==> src/rtl/dma_pkg.sv <==
package dma_pkg;

  localparam int DATA_W = 32;

  localparam logic [2:0] RG_START = 3'd0;
  localparam logic [2:0] RG_XCNT  = 3'd1;
  localparam logic [2:0] RG_XMOD  = 3'd2;
  localparam logic [2:0] RG_YCNT  = 3'd3;
  localparam logic [2:0] RG_YMOD  = 3'd4;
  localparam logic [2:0] RG_CFG   = 3'd5;
  localparam logic [2:0] RG_STAT  = 3'd6;

  localparam int CF_EN   = 0;
  localparam int CF_WNR  = 1;
  localparam int CF_2D   = 2;
  localparam int CF_WLO  = 3;
  localparam int CF_IRQX = 5;
  localparam int CF_IRQY = 6;
  localparam int CF_CLR  = 7;

  localparam logic [1:0] EW_RSV = 2'd3;

  typedef struct packed {
    logic srcIssue;
    logic dstWrite;
    logic srcDoneSet;
    logic dstDoneSet;
    logic errSet;
    logic irqSet;
  } dmaStrobeT;

  typedef struct packed {
    logic       srcEn;
    logic       dstEn;
    logic       srcDone;
    logic       dstDone;
    logic       srcErr;
    logic       dstErr;
    logic [1:0] srcWidth;
    logic [1:0] dstWidth;
    logic [1:0] srcLow;
    logic [1:0] dstLow;
    logic       srcLast;
    logic       dstLast;
    logic       dstRowEnd;
    logic       dst2D;
    logic       dstIrqX;
    logic       dstIrqY;
    logic       rdPend;
  } dmaStatusT;

  function automatic logic [1:0] alignMask(input logic [1:0] w);
    case (w)
      2'd0:    return 2'b00;
      2'd1:    return 2'b01;
      default: return 2'b11;
    endcase
  endfunction

  function automatic logic [DATA_W-1:0] elemMask(input logic [1:0] w);
    case (w)
      2'd0:    return 32'h0000_00ff;
      2'd1:    return 32'h0000_ffff;
      default: return 32'hffff_ffff;
    endcase
  endfunction

endpackage

==> src/rtl/dma_walker.sv <==
module dma_walker #(
  parameter int ADDR_W = 32,
  parameter int CNT_W  = 16
) (
  input  logic              clk,
  input  logic              rstN,
  input  logic              load,
  input  logic              step,
  input  logic              mode2D,
  input  logic [ADDR_W-1:0] startAddr,
  input  logic [CNT_W-1:0]  xCount,
  input  logic [CNT_W-1:0]  yCount,
  input  logic [CNT_W-1:0]  xMod,
  input  logic [CNT_W-1:0]  yMod,
  output logic [ADDR_W-1:0] curAddr,
  output logic              isLast,
  output logic              isRowEnd
);
  localparam int EXT_W = ADDR_W - CNT_W;

  logic [CNT_W-1:0]  xLeft, yLeft;
  logic [ADDR_W-1:0] xStep, yStep;

  assign xStep    = {{EXT_W{xMod[CNT_W-1]}}, xMod};
  assign yStep    = {{EXT_W{yMod[CNT_W-1]}}, yMod};
  assign isRowEnd = (xLeft == CNT_W'(1));
  assign isLast   = isRowEnd && (!mode2D || yLeft == CNT_W'(1));

  always_ff @(posedge clk) begin
    if (!rstN) begin
      curAddr <= '0;
      xLeft   <= '0;
      yLeft   <= '0;
    end else if (load) begin
      curAddr <= startAddr;
      xLeft   <= xCount;
      yLeft   <= yCount;
    end else if (step) begin
      if (mode2D && isRowEnd) begin
        curAddr <= curAddr + yStep;
        xLeft   <= xCount;
        yLeft   <= yLeft - CNT_W'(1);
      end else begin
        curAddr <= curAddr + xStep;
        xLeft   <= xLeft - CNT_W'(1);
      end
    end
  end

endmodule

==> src/rtl/dma_control.sv <==
module dma_control
  import dma_pkg::*;
#(
  parameter int FIFO_DEPTH = 4,
  localparam int LVL_W = $clog2(FIFO_DEPTH + 1)
) (
  input  logic             clk,
  input  logic             rstN,
  input  dmaStatusT        st,
  input  logic [LVL_W-1:0] fifoLevel,
  output dmaStrobeT        strb
);
  logic bothOn, anyErr, srcRun, dstRun;
  logic badWidth, srcMis, dstMis, fault, room;
  logic srcIssue, dstWrite, irqEnd, irqRow;

  always_comb begin
    bothOn   = st.srcEn && st.dstEn;
    anyErr   = st.srcErr || st.dstErr;
    srcRun   = bothOn && !st.srcDone && !anyErr;
    dstRun   = bothOn && !st.dstDone && !anyErr;
    badWidth = (st.srcWidth != st.dstWidth) || (st.srcWidth == EW_RSV);
    srcMis   = srcRun && ((st.srcLow & alignMask(st.srcWidth)) != 2'b00);
    dstMis   = dstRun && ((st.dstLow & alignMask(st.dstWidth)) != 2'b00);
    fault    = (srcRun || dstRun) && (badWidth || srcMis || dstMis);
    room     = (int'(fifoLevel) + int'(st.rdPend)) < FIFO_DEPTH;
    srcIssue = srcRun && !fault && room;
    dstWrite = dstRun && !fault && (fifoLevel != '0);
    irqEnd   = st.dstLast && ((!st.dst2D && st.dstIrqX) || (st.dst2D && st.dstIrqY));
    irqRow   = st.dst2D && st.dstIrqX && st.dstRowEnd;

    strb.srcIssue   = srcIssue;
    strb.dstWrite   = dstWrite;
    strb.srcDoneSet = srcIssue && st.srcLast;
    strb.dstDoneSet = dstWrite && st.dstLast;
    strb.errSet     = fault;
    strb.irqSet     = dstWrite && (irqEnd || irqRow);
  end

  // no traffic unless both channels are enabled
  a_r2_both_enabled: assert property (@(posedge clk) disable iff (!rstN)
    (strb.srcIssue || strb.dstWrite) |-> (st.srcEn && st.dstEn));

  // a read is never issued into a full buffer
  a_r10_no_read_when_full: assert property (@(posedge clk) disable iff (!rstN)
    (fifoLevel == LVL_W'(FIFO_DEPTH)) |-> !strb.srcIssue);

endmodule

==> src/rtl/dma_datapath.sv <==
module dma_datapath
  import dma_pkg::*;
#(
  parameter int ADDR_W     = 32,
  parameter int CNT_W      = 16,
  parameter int FIFO_DEPTH = 4,
  localparam int LVL_W = $clog2(FIFO_DEPTH + 1),
  localparam int PTR_W = $clog2(FIFO_DEPTH)
) (
  input  logic              clk,
  input  logic              rstN,
  input  logic              regWe,
  input  logic [3:0]        regAddr,
  input  logic [31:0]       regWrData,
  output logic [31:0]       regRdData,
  input  dmaStrobeT         strb,
  output dmaStatusT         st,
  output logic [LVL_W-1:0]  fifoLevel,
  output logic              srcRe,
  output logic [ADDR_W-1:0] srcAddr,
  output logic [1:0]        srcSize,
  input  logic [31:0]       srcRdata,
  output logic              dstWe,
  output logic [ADDR_W-1:0] dstAddr,
  output logic [1:0]        dstSize,
  output logic [31:0]       dstWdata,
  output logic              dmaIrq
);
  logic [ADDR_W-1:0] startQ [2];
  logic [CNT_W-1:0]  xCntQ  [2];
  logic [CNT_W-1:0]  xModQ  [2];
  logic [CNT_W-1:0]  yCntQ  [2];
  logic [CNT_W-1:0]  yModQ  [2];
  logic [6:0]        cfgQ   [2];
  logic              doneQ  [2];
  logic              errQ   [2];

  logic [ADDR_W-1:0] walkAddr   [2];
  logic              walkLast   [2];
  logic              walkRowEnd [2];

  logic chSel;
  logic [2:0] rgSel;
  logic cfgWr [2];
  logic clrWr [2];
  logic statWr [2];
  logic loadCh [2];
  logic stepCh [2];
  logic doneSet [2];
  logic flushReq;

  assign chSel = regAddr[3];
  assign rgSel = regAddr[2:0];

  always_comb begin
    for (int c = 0; c < 2; c++) begin
      cfgWr[c]  = regWe && (chSel == 1'(c)) && (rgSel == RG_CFG);
      statWr[c] = regWe && (chSel == 1'(c)) && (rgSel == RG_STAT);
      clrWr[c]  = cfgWr[c] && regWrData[CF_CLR];
      loadCh[c] = cfgWr[c] && regWrData[CF_EN] && !regWrData[CF_CLR] && !cfgQ[c][CF_EN];
    end
    stepCh[0]  = strb.srcIssue;
    stepCh[1]  = strb.dstWrite;
    doneSet[0] = strb.srcDoneSet;
    doneSet[1] = strb.dstDoneSet;
    flushReq   = clrWr[0] || clrWr[1];
  end

  // register bank for both channels
  always_ff @(posedge clk) begin
    if (!rstN) begin
      for (int c = 0; c < 2; c++) begin
        startQ[c] <= '0;
        xCntQ[c]  <= '0;
        xModQ[c]  <= '0;
        yCntQ[c]  <= '0;
        yModQ[c]  <= '0;
        cfgQ[c]   <= '0;
        doneQ[c]  <= 1'b0;
        errQ[c]   <= 1'b0;
      end
    end else begin
      for (int c = 0; c < 2; c++) begin
        if (regWe && chSel == 1'(c)) begin
          case (rgSel)
            RG_START: startQ[c] <= regWrData[ADDR_W-1:0];
            RG_XCNT:  xCntQ[c]  <= regWrData[CNT_W-1:0];
            RG_XMOD:  xModQ[c]  <= regWrData[CNT_W-1:0];
            RG_YCNT:  yCntQ[c]  <= regWrData[CNT_W-1:0];
            RG_YMOD:  yModQ[c]  <= regWrData[CNT_W-1:0];
            RG_CFG:   cfgQ[c]   <= clrWr[c] ? {regWrData[6:1], 1'b0} : regWrData[6:0];
            default:  ;
          endcase
        end
        doneQ[c] <= doneSet[c] || (doneQ[c] && !(statWr[c] && regWrData[0]));
        errQ[c]  <= strb.errSet || (errQ[c] && !(statWr[c] && regWrData[1]));
      end
    end
  end

  for (genvar c = 0; c < 2; c++) begin : gWalk
    dma_walker #(.ADDR_W(ADDR_W), .CNT_W(CNT_W)) u_walk (
      .clk      (clk),
      .rstN     (rstN),
      .load     (loadCh[c]),
      .step     (stepCh[c]),
      .mode2D   (cfgQ[c][CF_2D]),
      .startAddr(startQ[c]),
      .xCount   (xCntQ[c]),
      .yCount   (yCntQ[c]),
      .xMod     (xModQ[c]),
      .yMod     (yModQ[c]),
      .curAddr  (walkAddr[c]),
      .isLast   (walkLast[c]),
      .isRowEnd (walkRowEnd[c])
    );
  end

  // element buffer
  logic [DATA_W-1:0] fifoMem [FIFO_DEPTH];
  logic [PTR_W-1:0]  wrPtr, rdPtr;
  logic [LVL_W-1:0]  levelQ;
  logic              rdPendQ, push, pop, irqQ;

  assign push = rdPendQ;
  assign pop  = strb.dstWrite;

  always_ff @(posedge clk) begin
    if (!rstN) begin
      wrPtr   <= '0;
      rdPtr   <= '0;
      levelQ  <= '0;
      rdPendQ <= 1'b0;
    end else if (flushReq) begin
      wrPtr   <= '0;
      rdPtr   <= '0;
      levelQ  <= '0;
      rdPendQ <= 1'b0;
    end else begin
      rdPendQ <= strb.srcIssue;
      if (push) begin
        fifoMem[wrPtr] <= srcRdata & elemMask(cfgQ[0][CF_WLO+:2]);
        wrPtr <= wrPtr + PTR_W'(1);
      end
      if (pop) rdPtr <= rdPtr + PTR_W'(1);
      levelQ <= levelQ + LVL_W'(push) - LVL_W'(pop);
    end
  end

  always_ff @(posedge clk) begin
    if (!rstN) irqQ <= 1'b0;
    else       irqQ <= strb.irqSet;
  end

  assign fifoLevel = levelQ;
  assign srcRe     = strb.srcIssue;
  assign srcAddr   = walkAddr[0];
  assign srcSize   = cfgQ[0][CF_WLO+:2];
  assign dstWe     = strb.dstWrite;
  assign dstAddr   = walkAddr[1];
  assign dstSize   = cfgQ[1][CF_WLO+:2];
  assign dstWdata  = fifoMem[rdPtr] & elemMask(cfgQ[1][CF_WLO+:2]);
  assign dmaIrq    = irqQ;

  always_comb begin
    st.srcEn     = cfgQ[0][CF_EN];
    st.dstEn     = cfgQ[1][CF_EN];
    st.srcDone   = doneQ[0];
    st.dstDone   = doneQ[1];
    st.srcErr    = errQ[0];
    st.dstErr    = errQ[1];
    st.srcWidth  = cfgQ[0][CF_WLO+:2];
    st.dstWidth  = cfgQ[1][CF_WLO+:2];
    st.srcLow    = walkAddr[0][1:0];
    st.dstLow    = walkAddr[1][1:0];
    st.srcLast   = walkLast[0];
    st.dstLast   = walkLast[1];
    st.dstRowEnd = walkRowEnd[1];
    st.dst2D     = cfgQ[1][CF_2D];
    st.dstIrqX   = cfgQ[1][CF_IRQX];
    st.dstIrqY   = cfgQ[1][CF_IRQY];
    st.rdPend    = rdPendQ;
  end

  always_comb begin
    regRdData = '0;
    case (rgSel)
      RG_START: regRdData = 32'(startQ[chSel]);
      RG_XCNT:  regRdData = 32'(xCntQ[chSel]);
      RG_XMOD:  regRdData = 32'(xModQ[chSel]);
      RG_YCNT:  regRdData = 32'(yCntQ[chSel]);
      RG_YMOD:  regRdData = 32'(yModQ[chSel]);
      RG_CFG:   regRdData = 32'(cfgQ[chSel]);
      RG_STAT:  regRdData = {30'd0, errQ[chSel], doneQ[chSel]};
      default:  regRdData = '0;
    endcase
  end

  // buffer level bounded, writes only from a filled buffer
  a_r10_level_bound: assert property (@(posedge clk) disable iff (!rstN)
    levelQ <= LVL_W'(FIFO_DEPTH));
  a_r10_write_has_data: assert property (@(posedge clk) disable iff (!rstN)
    dstWe |-> (levelQ != '0));
  // a clear leaves the buffer empty
  a_r9_clear_empties: assert property (@(posedge clk) disable iff (!rstN)
    flushReq |=> (levelQ == '0));
  // error flags silence both memory ports
  a_r7_err_silent: assert property (@(posedge clk) disable iff (!rstN)
    (errQ[0] || errQ[1]) |-> (!srcRe && !dstWe));
  // issued source reads are aligned to the element size
  a_r8_src_aligned: assert property (@(posedge clk) disable iff (!rstN)
    srcRe |-> ((srcAddr[1:0] & alignMask(srcSize)) == 2'b00));
  // destination done only follows a write
  a_r5_done_after_write: assert property (@(posedge clk) disable iff (!rstN)
    $rose(doneQ[1]) |-> $past(dstWe));
  // one-dimensional completion interrupt accompanies done
  a_r6_irq_with_done: assert property (@(posedge clk) disable iff (!rstN)
    ($rose(doneQ[1]) && !cfgQ[1][CF_2D] && cfgQ[1][CF_IRQX]) |-> irqQ);

endmodule

==> src/rtl/dma_pair.sv <==
module dma_pair
  import dma_pkg::*;
#(
  parameter int ADDR_W     = 32,
  parameter int CNT_W      = 16,
  parameter int FIFO_DEPTH = 4
) (
  input  logic              clk,
  input  logic              rstN,
  input  logic              regWe,
  input  logic [3:0]        regAddr,
  input  logic [31:0]       regWrData,
  output logic [31:0]       regRdData,
  output logic              srcRe,
  output logic [ADDR_W-1:0] srcAddr,
  output logic [1:0]        srcSize,
  input  logic [31:0]       srcRdata,
  output logic              dstWe,
  output logic [ADDR_W-1:0] dstAddr,
  output logic [1:0]        dstSize,
  output logic [31:0]       dstWdata,
  output logic              dmaIrq
);
  localparam int LVL_W = $clog2(FIFO_DEPTH + 1);

  dmaStrobeT        strb;
  dmaStatusT        st;
  logic [LVL_W-1:0] fifoLevel;

  dma_datapath #(.ADDR_W(ADDR_W), .CNT_W(CNT_W), .FIFO_DEPTH(FIFO_DEPTH)) u_dp (
    .clk(clk), .rstN(rstN),
    .regWe(regWe), .regAddr(regAddr), .regWrData(regWrData), .regRdData(regRdData),
    .strb(strb), .st(st), .fifoLevel(fifoLevel),
    .srcRe(srcRe), .srcAddr(srcAddr), .srcSize(srcSize), .srcRdata(srcRdata),
    .dstWe(dstWe), .dstAddr(dstAddr), .dstSize(dstSize), .dstWdata(dstWdata),
    .dmaIrq(dmaIrq)
  );

  dma_control #(.FIFO_DEPTH(FIFO_DEPTH)) u_ctl (
    .clk(clk), .rstN(rstN), .st(st), .fifoLevel(fifoLevel), .strb(strb)
  );

endmodule

==> config.mk <==
export PLATFORM = sky130hd
export DESIGN_NAME = dma_pair
export DESIGN_NICKNAME = d
export VERILOG_FILES = /design/src/rtl/dma_pkg.sv /design/src/rtl/dma_walker.sv /design/src/rtl/dma_control.sv /design/src/rtl/dma_datapath.sv /design/src/rtl/dma_pair.sv
export SDC_FILE = /design/constraint.sdc
export NUM_CORES = 1
export LEC_CHECK = 0
export BUFFER_PORTS_ARGS = -buffer_cell sky130_fd_sc_hd__buf_2
export CORE_MARGIN = 2
export CORE_UTILIZATION = 56
export CTS_BUF_LIST = sky130_fd_sc_hd__clkbuf_2
export DETAILED_ROUTE_END_ITERATION = 12
export PLACE_DENSITY = 0.78
export SLEW_MARGIN = 20
export SYNTH_ARGS = -nofsm -noshare
export SYNTH_HDL_FRONTEND = slang
export SYNTH_SLANG_ARGS = --single-unit
==> constraint.sdc <==
create_clock -name clk -period 4.2 [get_ports clk]
set_input_delay 0.84 -clock clk [delete_from_list [all_inputs] [get_ports clk]]
set_output_delay 0.84 -clock clk [all_outputs]
set_load 0.02 [all_outputs]
# --- Yosys cells after proc, flatten, opt, wreduce, memory -nomap -nowiden ---
# Memories as Yosys holds them, arrays and structs flattened. A register that Yosys moved wholly into a read port is not among the register bits.
# Index checks and enable logic that the tools add are counted.
op_classes:
  order_cmp: 1
  addsub: 13
  n_eq_ne: 14
  n_reduce_logical: 86
  n_mux: 94
  bitwise: 22
op_table:
  columns: ["operator", "count"]
  rows:
  - ["$mux 32", 11]
  - ["$mux 16", 20]
  - ["$pmux 32 s7", 1]
  - ["$add 32x32->32", 4]
  - ["$pmux 32 s2", 2]
  - ["$and 32x32->32", 2]
  - ["$eq 16x1->1 const B", 4]
  - ["$sub 16x1->16 const B", 4]
  - ["$mux 1", 54]
  - ["$logic_and 1x1->1", 46]
  - ["$lt 32x4->1 const B", 1]
  - ["$or 1x1->1", 16]
  - ["$logic_or 1x1->1", 14]
  - ["$mux 7", 2]
  - ["$logic_not 1->1", 13]
  - ["$reduce_bool 2->1", 6]
  - ["$eq 3x3->1 const B", 3]
  - ["$pmux 2 s2", 2]
  - ["$eq 3x2->1 const B", 2]
  - ["$add 2x1->2 const B", 2]
  - ["$add 3x1->4", 1]
  - ["$and 2x2->2", 2]
  - ["$eq 2x1->1 const B", 2]
  - ["$logic_not 2->1", 2]
  - ["11 further kinds", 14]
word_totals:
  elab_cells: 250
  n_memories: 9
  in_bits: 71
  output_inout_bits: 135
  ramBits: 338
  reg_bits: 137
mem_list:
  columns: ["memory", "depth", "word_bits", "rd", "rd_clocked_by_memory_dff", "write_ports", "line", "text"]
  rows:
  - ["u_dp.fifoMem", 4, 32, 1, 1, 1, "dma_datapath.sv:120", "logic [DATA_W-1:0] fifoMem [FIFO_DEPTH];"]
  - ["u_dp.startQ", 2, 32, 3, 0, 2, "dma_datapath.sv:29", "logic [ADDR_W-1:0] startQ [2];"]
  - ["u_dp.xCntQ", 2, 16, 3, 0, 2, "dma_datapath.sv:30", "logic [CNT_W-1:0] xCntQ [2];"]
  - ["u_dp.xModQ", 2, 16, 3, 0, 2, "dma_datapath.sv:31", "logic [CNT_W-1:0] xModQ [2];"]
  - ["u_dp.yCntQ", 2, 16, 3, 0, 2, "dma_datapath.sv:32", "logic [CNT_W-1:0] yCntQ [2];"]
  - ["u_dp.yModQ", 2, 16, 3, 0, 2, "dma_datapath.sv:33", "logic [CNT_W-1:0] yModQ [2];"]
  - ["+3 memories", null, null, null, null, null, null, null]

# --- Logic depth before layout (Yosys ltp) ---
# Gate-level depths: netlist (run 1).
# An unclocked memory read counts as a cell.
depth:
  word_depth: 15
  ltp_mapped: 20
  mapped_depth_nobuf: 19

# --- Modules after synthesis ---
# From an unflattened synthesis (run 1), not the netlist that was laid out.
unflattened:
  hier_cells: 2266
  hier_area_um2: 25233.0
modules_own_cells:
  columns: ["module", "n_inst", "area_per_inst_um2", "cells_per_inst"]
  rows:
  - ["dma_datapath", 1, 14640.3, 876]
  - ["dma_walker at u_dp.gWalk[1].u_walk", 1, 5243.8, 686]
  - ["dma_walker at u_dp.gWalk[0].u_walk", 1, 5122.4, 671]
  - ["dma_control", 1, 226.5, 33]

# --- Worst setup path before layout (run 1) ---
# No wires, ideal clock.
synth_timing:
  path_type: "flip-flop to flip-flop"
  from: "register u_dp.gWalk[0].u_walk.xLeft[7]"
  to: "register u_dp.gWalk[0].u_walk.curAddr[29]"
  period_less_slack_ns: 4.630
  arrival_time_ns: 4.571
  path_stages_with_launch: 18
  path_slack_ns: -0.430
  n_path_buf: 2
  cell_sequence: "dfxtp_1 or4_1 nor2_1 and4b_1 nand4_1 clkbuf_1 clkbuf_1 mux2_2 ha_1 and3_1 nor3b_1 a21o_1 o31a_1 a311o_1 a221o_1 a311oi_2 mux2i_1 and2_1"
synth_between:
  elab_chain_cells: 5
synth_rtl:
  columns: ["item", "line", "text"]
  rows:
  - ["from (decl)", "dma_walker.sv:21", "logic [CNT_W-1:0] xLeft, yLeft;"]
  - ["from (signal assigned)", "dma_walker.sv:36", "xLeft <= xCount;"]
  - ["from (signal assigned)", "dma_walker.sv:41", "xLeft <= xCount;"]
  - ["from (signal assigned)", "dma_walker.sv:45", "xLeft <= xLeft - CNT_W'(1);"]
  - ["$eq 16x1->1", "dma_walker.sv:26", "assign isRowEnd = (xLeft == CNT_W'(1));"]
  - ["$logic_and 1x1->1", "dma_walker.sv:39", "if (mode2D && isRowEnd) begin"]
  - ["$mux 32", "dma_walker.sv:39", null]
  - ["$mux 32", "dma_walker.sv:38", "end else if (step) begin"]
  - ["$mux 32", "dma_walker.sv:34", "end else if (load) begin"]
  - ["to (signal assigned)", "dma_walker.sv:35", "curAddr <= startAddr;"]
  - ["to (signal assigned)", "dma_walker.sv:40", "curAddr <= curAddr + yStep;"]
  - ["to (signal assigned)", "dma_walker.sv:44", "curAddr <= curAddr + xStep;"]
  - ["to (decl)", "dma_walker.sv:15", "output logic [ADDR_W-1:0] curAddr,"]
# Every way passes these cells. The select of a mux whose other input is x is not followed.
# A chain may end at the register's enable or synchronous reset.

# --- Worst setup path in the final report (run 1) ---
layout_timing:
  from: "register u_dp.gWalk[0].u_walk.xLeft[9]"
  to: "register u_dp.gWalk[0].u_walk.curAddr[29]"
# Same word-level chain as after synthesis.

==> results of run 1 <==
## worst max-delay path: stages, from the launching register on
cell and delay (ns):
dfxtp_2 0.34, or4_4 0.55, nor2_4 0.10, and4b_1 0.19, nand4_1 0.09, buf_6 0.18
buf_12 0.14, mux2_4 0.31, ha_4 0.22, and3_4 0.18, nor3b_4 0.15, a21o_1 0.20
o31a_1 0.26, a311o_1 0.31, a221o_1 0.40, a311oi_2 0.26, mux2i_1 0.21, and2_1 0.13
## cell type report
cell class / instances / share of cell area, %
Antenna cell: 2 / 0.0174
Clock buffer: 149 / 2.59
Clock inverter: 62 / 1.40
Inverter: 53 / 0.704
Multi-Input combinational cell: 1563 / 38.8
Sequential cell: 477 / 44.8
Tap cell: 585 / 2.54
Timing Repair Buffer: 399 / 9.22
## cell families (layout without fill, tap and decap cells)
group / Yosys count / in the layout / synth area share, %
XOR/XNOR: 66 / 66 / 2.38
flip-flops: 477 / 477 / 53.0
other: 0 / 2 / 0
multiplexers: 135 / 135 / 7.30
AO/OA/AOI/OAI: 570 / 570 / 15.3
adder cells (fa/ha/maj): 86 / 86 / 4.51
buffers and inverters: 181 / 663 / 2.93
AND/OR/NAND/NOR: 706 / 706 / 14.6
## stage by stage
stage               utilization, %  setup TNS [ns]  worst slack [ns]  std cells  hold slack, ns
detailed placement            62.5           -1.87            -0.341       3032           0.456
global route                  67.0           -1.26            -0.237       3290          0.0304
floorplan                        -               0            0.0199       2221           0.437
global placement              62.5          -0.734            -0.209       3032           0.457
finish                        67.0          -0.183            -0.101       3290          0.0641
CTS                           66.1         -0.0474           -0.0436       3279        0.000167
## flip-flops by register name, summed over array words and instances (netlist names), named ones only
| name | cells |
|---|---|
| u_dp.cfgQ | 14 |
| u_dp.xModQ | 32 |
| u_dp.gWalk.u_walk.curAddr | 64 |
| u_dp.dmaIrq | 1 |
| u_dp.xCntQ | 32 |
| u_dp.gWalk.u_walk.xLeft | 32 |
| u_dp.doneQ | 2 |
| u_dp.gWalk.u_walk.yLeft | 32 |
| u_dp.fifoMem | 128 |
| u_dp.startQ | 64 |
| u_dp.fifoLevel | 3 |
| u_dp.push | 1 |
| u_dp.rdPtr | 2 |
| u_dp.yModQ | 32 |
| u_dp.yCntQ | 32 |
| u_dp.wrPtr | 2 |
| u_dp.errQ | 2 |
## routing by layer
metal / global-route usage (%) / vias to the layer above / wire length [um] / part of all wire [%]
met3: 9.25 / 201 / 9000 / 12
met5: 0 / - / 13 / 0.017
met1: 44.2 / 9857 / 30000 / 39
met4: 15.3 / 2 / 3210 / 4.2
li1: - / 9202 / - / -
met2: 50.1 / 1257 / 34500 / 45
## report_power, final
part	internal (mW)	total, mW	switching (mW)
Sequential	5.16	5.31	0.145
Combinational	0.346	0.927	0.582
Clock	1.32	3.30	1.98
## what timing repair did
item / 4_1_cts / 5_1_grt
setup buffers: 5 / 8
hold buffers: 31 / 0
hold endpoints to repair: 89 / 0
gates resized for setup: 11 / 64
endpoints found under the setup margin: 17 / 29
gates cloned: 0 / 1
pin swaps: 8 / 26
## placed cells by master (no fill, tap or decap), drive strengths merged, types with 22 or more instances in the layout
master	instances
nand3	39
o22ai	22
nor2b	28
dlygate4sd3	31
xor2	25
a21o	38
edfxtp	334
o21ai	110
ha	83
a22oi	72
inv	55
clkinv	53
mux2i	83
buf	367
a21oi	150
o211ai	23
dfxtp	143
nor3	43
nor2	155
mux4	32
xnor2	41
nor4	23
nand2	177
a211oi	26
and2	149
clkbuf	150
## path summary, 6_finish.rpt
kind,to,slack [ns]
max reg2reg,u_dp.gWalk[0].u_walk.curAddr[29]$_SDFFE_PN0P_,-0.10
min,u_dp.startQ[0][22]$_DFFE_PP_,0.06
max,u_dp.gWalk[0].u_walk.curAddr[29]$_SDFFE_PN0P_,-0.10
min reg2reg,u_dp.gWalk[1].u_walk.xLeft[3]$_SDFFE_PN0P_,0.48
==> summary.md, run 1 <==
| Metric | Value |
|---|---|
| Outcome | `finished with violations` |
| Failing checks | `setup timing` |
| Fraction of registers with async set/reset | `0%` |
| Fin. Hold Viols | `0` |
| Total grt overflow | `0` |
| Post-route DRC | `0` |
| Fmax | `232 MHz` |
| Largest net degree at the start of global routing | `58` |
| Clock buffer depth | `3` |
| Power Total | `9.54 mW` |
| TritonCTS clock tree | `yes` |
| Fin. max-slew vios | `0` |
| Rows | `76` |
| Core Footprint | `43000 um^2` |
| Cell Area, Synth | `24300 um^2` |
| RD Place Congestion | `0.955` |
| Synth area leader | `edfxtp_1` |
| Drt total wl | `76700 um` |
| Die area | `45100 um^2` |
| RSZ-0062 raised after global routing | `true` |
| CP Max Fanout | `7` |
| CTS root buffer | `clkbuf_2` |
| Hold path depth | `2` |
| Main flop type after synthesis | `edfxtp_1` |
| Port-buffer cells | `205` |
| Ranking of synthesized cells by area | `edfxtp_1, dfxtp_1, ha_1` |
| CTS H-tree depth | `3` |
| Synth Area per Inst | `11.0 um^2` |
| Clk sinks | `477` |
| Vias in the first global route | `19700` |
| Synth cell types | `74` |
| Slew @ Worst Pin | `1.00 ns` |
| Worst-path clk slew | `0.13 ns` |
| LEAKAGE | `11.6 nW` |
| Die Wd | `212 um` |
| Antenna-violating nets left | `0` |
| Fillers | `3340` |
| Worst skew pair latency | `1.17 ns` |
| Initial antenna violation count | `5` |
| Peak VDD IR | `0.000324 V` |
| Layout area overhead | `18.4%` |
| PwrDens | `331 nW/um^2` |
| Drt pass-1 iters | `6` |
| Vias | `20500` |
| Syn_nets | `2378` |
| Nets | `2763` |
| Sequential share of the synthesized area | `53.0%` |
| Min cycle time layout | `4.30 ns` |
| Fraction of layout cells with a size suffix above 1 | `24.9%` |
| Yosys top cell area share | `41.2%` |
| Die Ht | `212 um` |
| Type of origin of the critical path | `flip-flop` |
| Top-count cell post-synth | `edfxtp_1` |
| Max-slew headroom at the worst pin | `32.6%` |
| Tightest Hold Check Type | `in -> reg` |
| Post-DP HPWL | `53700 um` |
| CP Class | `reg -> reg` |
| Max-capacitance violation count | `0` |
| Drt wl/cell | `23.3 um` |
| Worst path arrival time | `5.39 ns` |
| WP data required | `5.29 ns` |
| GRT Overall Usage | `33.0%` |
| Flip-flop and latch area | `12900 um^2` |
| Io pins | `206` |
| Num CTS Buffers | `112` |
| Min-delay src | `regWrData[22]` |
| Final worst setup slack | `-0.101 ns` |
| Post-placement cell area | `26900 um^2` |
| Clk_skew | `0.124 ns` |
| Starting density of the core | `56.6%` |
| Via/cell ratio | `6.24` |
| Reg2reg path depth | `17` |
| Synth Register Bits | `477` |
| Multi-input logic area | `11200 um^2` |
| Post-synth EDFFs | `334` |
| Critical Path End Type | `flip-flop` |
| Syn. warnings | `0` |
| Final setup violation count | `5` |
| Crit Reg-Reg Startpoint | `u_dp.gWalk[0].u_walk.xLeft[9]$_SDFFE_PN0P_` |
| Final period util | `102%` |
| Post-route cell area | `28800 um^2` |
| Start point of the critical path | `u_dp.gWalk[0].u_walk.xLeft[9]$_SDFFE_PN0P_` |
| DR iter-0 viols | `2749` |
| Post-synth top cells | `edfxtp_1, nand2_1, nor2_1` |
| First-pass GRT wire length | `112000 um` |
| Mapped Cells | `2221` |
Note: power is estimated with default switching activity, not from simulation.
==> inputs of run 2 (changes only) <==
- BUFFER_PORTS_ARGS: -buffer_cell sky130_fd_sc_hd__buf_2 -> -buffer_cell sky130_fd_sc_hd__clkbuf_2
==> run 2 against run 1 <==
Net effect: the flow now finishes without violations; non-clock buffer count increased by 13; cell count increased by 0.73%; core utilization increased by 0.25 points; setup slack improved by 0.13 ns; global-route usage increased by 0.57 points; count of clock-buffer cells in the layout increased by 19; clock skew increased by 0.034 ns; first-iteration DRC count increased by 2.5%; cell area increased by 0.37%; register-to-register slack improved by 0.13 ns; critical path type unchanged.
==> summary.md, run 2 (synthesized netlist as in run 1, its figures left out) <==
| Metric | Value |
|---|---|
| Port-buffer cells | `205 (unchanged)` |
| Max-capacitance violation count | `0 (unchanged)` |
| Outcome | `finished, final reports clean (was finished with violations)` |
| Starting density of the core | `56.6% (unchanged)` |
| Type of origin of the critical path | `flip-flop (unchanged)` |
| Die area | `45100 um^2 (unchanged)` |
| Total grt overflow | `0 (unchanged)` |
| Hold path depth | `2 (unchanged)` |
| Most frequent cells in the layout | `clkbuf_2, edfxtp_1, nand2_1 (was edfxtp_1, buf_2, nand2_1)` |
| Number of flip-flops under the largest register name | `128 (unchanged)` |
| Reg2reg path depth | `17 (unchanged)` |
| Max-slew headroom at the worst pin | `29.3% (was 32.6%)` |
| Kind of cell adding the most delay to the critical path | `compound AO/OA/AOI/OAI gates (unchanged)` |
| Fmax | `240 MHz (was 232 MHz)` |
| Drt pass-1 iters | `6 (unchanged)` |
| Cell-by-cell trace of the critical path | `or4_4 -> nor2_4 -> and4b_1 -> nand4_1 -> buf_6 -> buf_12 -> mux2_4 -> ha_4 -> and3_4 -> nor3b_4 -> a21o_1 -> o31a_1 -> a311o_1 -> a221o_1 -> a311oi_2 -> mux2i_1 -> and2_1 (unchanged)` |
| DR iter-0 viols | `2819 (was 2749)` |
| Vias in the first global route | `19800 (was 19700)` |
| First-pass GRT wire length | `114000 um (was 112000 um)` |
| Min-delay src | `srcRdata[30] (was regWrData[22])` |
| Worst-path clk slew | `0.11 ns (was 0.13 ns)` |
| Antenna-violating nets left | `0 (unchanged)` |
| CP Max Fanout | `7 (unchanged)` |
| RD Place Congestion | `0.989 (was 0.955)` |
| Via/cell ratio | `6.22 (was 6.24)` |
| Io pins | `206 (unchanged)` |
| Crit Reg-Reg Startpoint | `u_dp.gWalk[0].u_walk.xLeft[10]$_SDFFE_PN0P_ (was u_dp.gWalk[0].u_walk.xLeft[9]$_SDFFE_PN0P_)` |
| RR Endpoint | `u_dp.gWalk[0].u_walk.curAddr[29]$_SDFFE_PN0P_ (unchanged)` |
| CP max stage cell | `or4_4 (unchanged)` |
| Worst path arrival time | `5.25 ns (was 5.39 ns)` |
| Fraction of layout cells with a size suffix above 1 | `25.2% (was 24.9%)` |
| Vias | `20600 (was 20500)` |
| Commonest non-fill, non-tap cell in the layout | `clkbuf_2 (was edfxtp_1)` |
| Min cycle time layout | `4.17 ns (was 4.30 ns)` |
| Final setup violation count | `0 (was 5)` |
| Clock buffer depth | `3 (unchanged)` |
| Worst path bufs/invs | `2 (unchanged)` |
| Biggest regs | `u_dp.fifoMem (128), u_dp.gWalk.u_walk.curAddr (64), u_dp.startQ (64) (unchanged)` |
| Core Footprint | `43000 um^2 (unchanged)` |
| Nets | `2779 (was 2763)` |
| Num CTS Buffers | `115 (was 112)` |
| Clk_skew | `0.157 ns (was 0.124 ns)` |
| Largest Register | `u_dp.fifoMem (unchanged)` |
| CTS H-tree depth | `3 (unchanged)` |
| Drt wl/cell | `23.2 um (was 23.3 um)` |
| Worst skew pair latency | `1.20 ns (was 1.17 ns)` |
| Tightest Hold Check Type | `in -> reg (unchanged)` |
| Peak VDD IR | `0.000189 V (was 0.000324 V)` |
| TritonCTS clock tree | `yes (unchanged)` |
| Initial antenna violation count | `4 (was 5)` |
| Worst Hold End | `u_dp.fifoMem[1][30]$_DFFE_PP_ (was u_dp.startQ[0][22]$_DFFE_PP_)` |
| Largest net degree at the start of global routing | `54 (was 58)` |
| RSZ-0062 raised after global routing | `true (unchanged)` |
| CTS root buffer | `clkbuf_2 (unchanged)` |
| Slowest stage delay, CP | `0.55 ns (about the same)` |
| Slew @ Worst Pin | `1.05 ns (was 1.00 ns)` |
| Die Wd | `212 um (unchanged)` |
| Post-DP HPWL | `54300 um (was 53700 um)` |
| Drt total wl | `76900 um (was 76700 um)` |
| Layout area overhead | `18.8% (was 18.4%)` |
| Clk sinks | `477 (unchanged)` |
| Flop-to-flop setup slack | `0.03 ns (was -0.10 ns)` |
| Post-route DRC | `0 (unchanged)` |
| Power Total | `9.65 mW (was 9.54 mW)` |
| Critical Path End Type | `flip-flop (unchanged)` |
| Rows | `76 (unchanged)` |
| Sum Neg Setup Slack | `0 ns (was -0.183 ns)` |
| WP data required | `5.28 ns (was 5.29 ns)` |
| CP Class | `reg -> reg (unchanged)` |
| LEAKAGE | `11.7 nW (was 11.6 nW)` |
| GRT Overall Usage | `33.6% (was 33.0%)` |
| PwrDens | `334 nW/um^2 (was 331 nW/um^2)` |
| Die Ht | `212 um (unchanged)` |
| Fin. max-slew vios | `0 (unchanged)` |
| Final period util | `99.3% (was 102%)` |
| Fin. Hold Viols | `0 (unchanged)` |
run 2: metrics by stage:
stage          hold slack, ns  cell area (um^2)  setup slack [ns]  utilization, %  instances
2_1_floorplan           0.437             24400            0.0199               -       2221
3_3_place_gp            0.463             27000           -0.0993            62.8       3045
3_5_place_dp            0.466             27000            -0.145            62.8       3045
4_1_cts               0.00841             28600           -0.0153            66.5       3299
5_1_grt                0.0679             28900            -0.147            67.3       3313
6_report                0.120             28900            0.0291            67.3       3314
run 2: timing repair:
action	4_1_cts	5_1_grt
hold buffers	35	0
gates cloned	0	1
setup endpoints to repair	9	29
buffers inserted	0	9
endpoints found under the hold margin	108	0
pin swaps	5	22
resized for setup	11	51
run 2: power breakdown:
part | total (mW) | switching [mW] | internal (mW) | leakage [nW]
combinational | 0.928 | 0.580 | 0.348 | 6.48
sequential | 5.31 | 0.149 | 5.16 | 4.29
clock | 3.41 | 1.99 | 1.41 | 0.878
total | 9.65 | 2.72 | 6.92 | 11.7
run 2: worst max path at each step:
stage	start	endpoint	slack, ns	cells past startpoint
global placement	u_dp.gWalk[0].u_walk.xLeft[10]$_SDFFE_PN0P_	u_dp.gWalk[0].u_walk.curAddr[29]$_SDFFE_PN0P_	-0.1	17
floorplan	u_dp.gWalk[0].u_walk.xLeft[8]$_SDFFE_PN0P_	u_dp.gWalk[0].u_walk.curAddr[29]$_SDFFE_PN0P_	0.02	17
CTS	u_dp.gWalk[0].u_walk.xLeft[10]$_SDFFE_PN0P_	u_dp.gWalk[0].u_walk.curAddr[29]$_SDFFE_PN0P_	-0.02	17
finish	u_dp.gWalk[0].u_walk.xLeft[10]$_SDFFE_PN0P_	u_dp.gWalk[0].u_walk.curAddr[29]$_SDFFE_PN0P_	0.03	17
global route	u_dp.gWalk[0].u_walk.xLeft[10]$_SDFFE_PN0P_	u_dp.gWalk[0].u_walk.curAddr[29]$_SDFFE_PN0P_	-0.15	17
detailed placement	u_dp.gWalk[0].u_walk.xLeft[10]$_SDFFE_PN0P_	u_dp.gWalk[0].u_walk.curAddr[29]$_SDFFE_PN0P_	-0.15	17
run 2: cell type report:
type	instances	area, um^2
diodes	5	12.5
clock buffers	168	841
clock inverters	51	353
fillers	3259	14100
inverters	53	201
multi-input cells	1563	11100
flip-flops and latches	477	12900
well taps	585	732
repair buffers	412	2780
run 2: routing by layer:
metal	vias to the layer above	track usage [%]	part of all wire (%)
met5	-	0	0
met4	0	15.6	4.0
met3	188	8.09	11
met2	1209	50.4	45
met1	9983	46.2	40
li1	9245	-	-
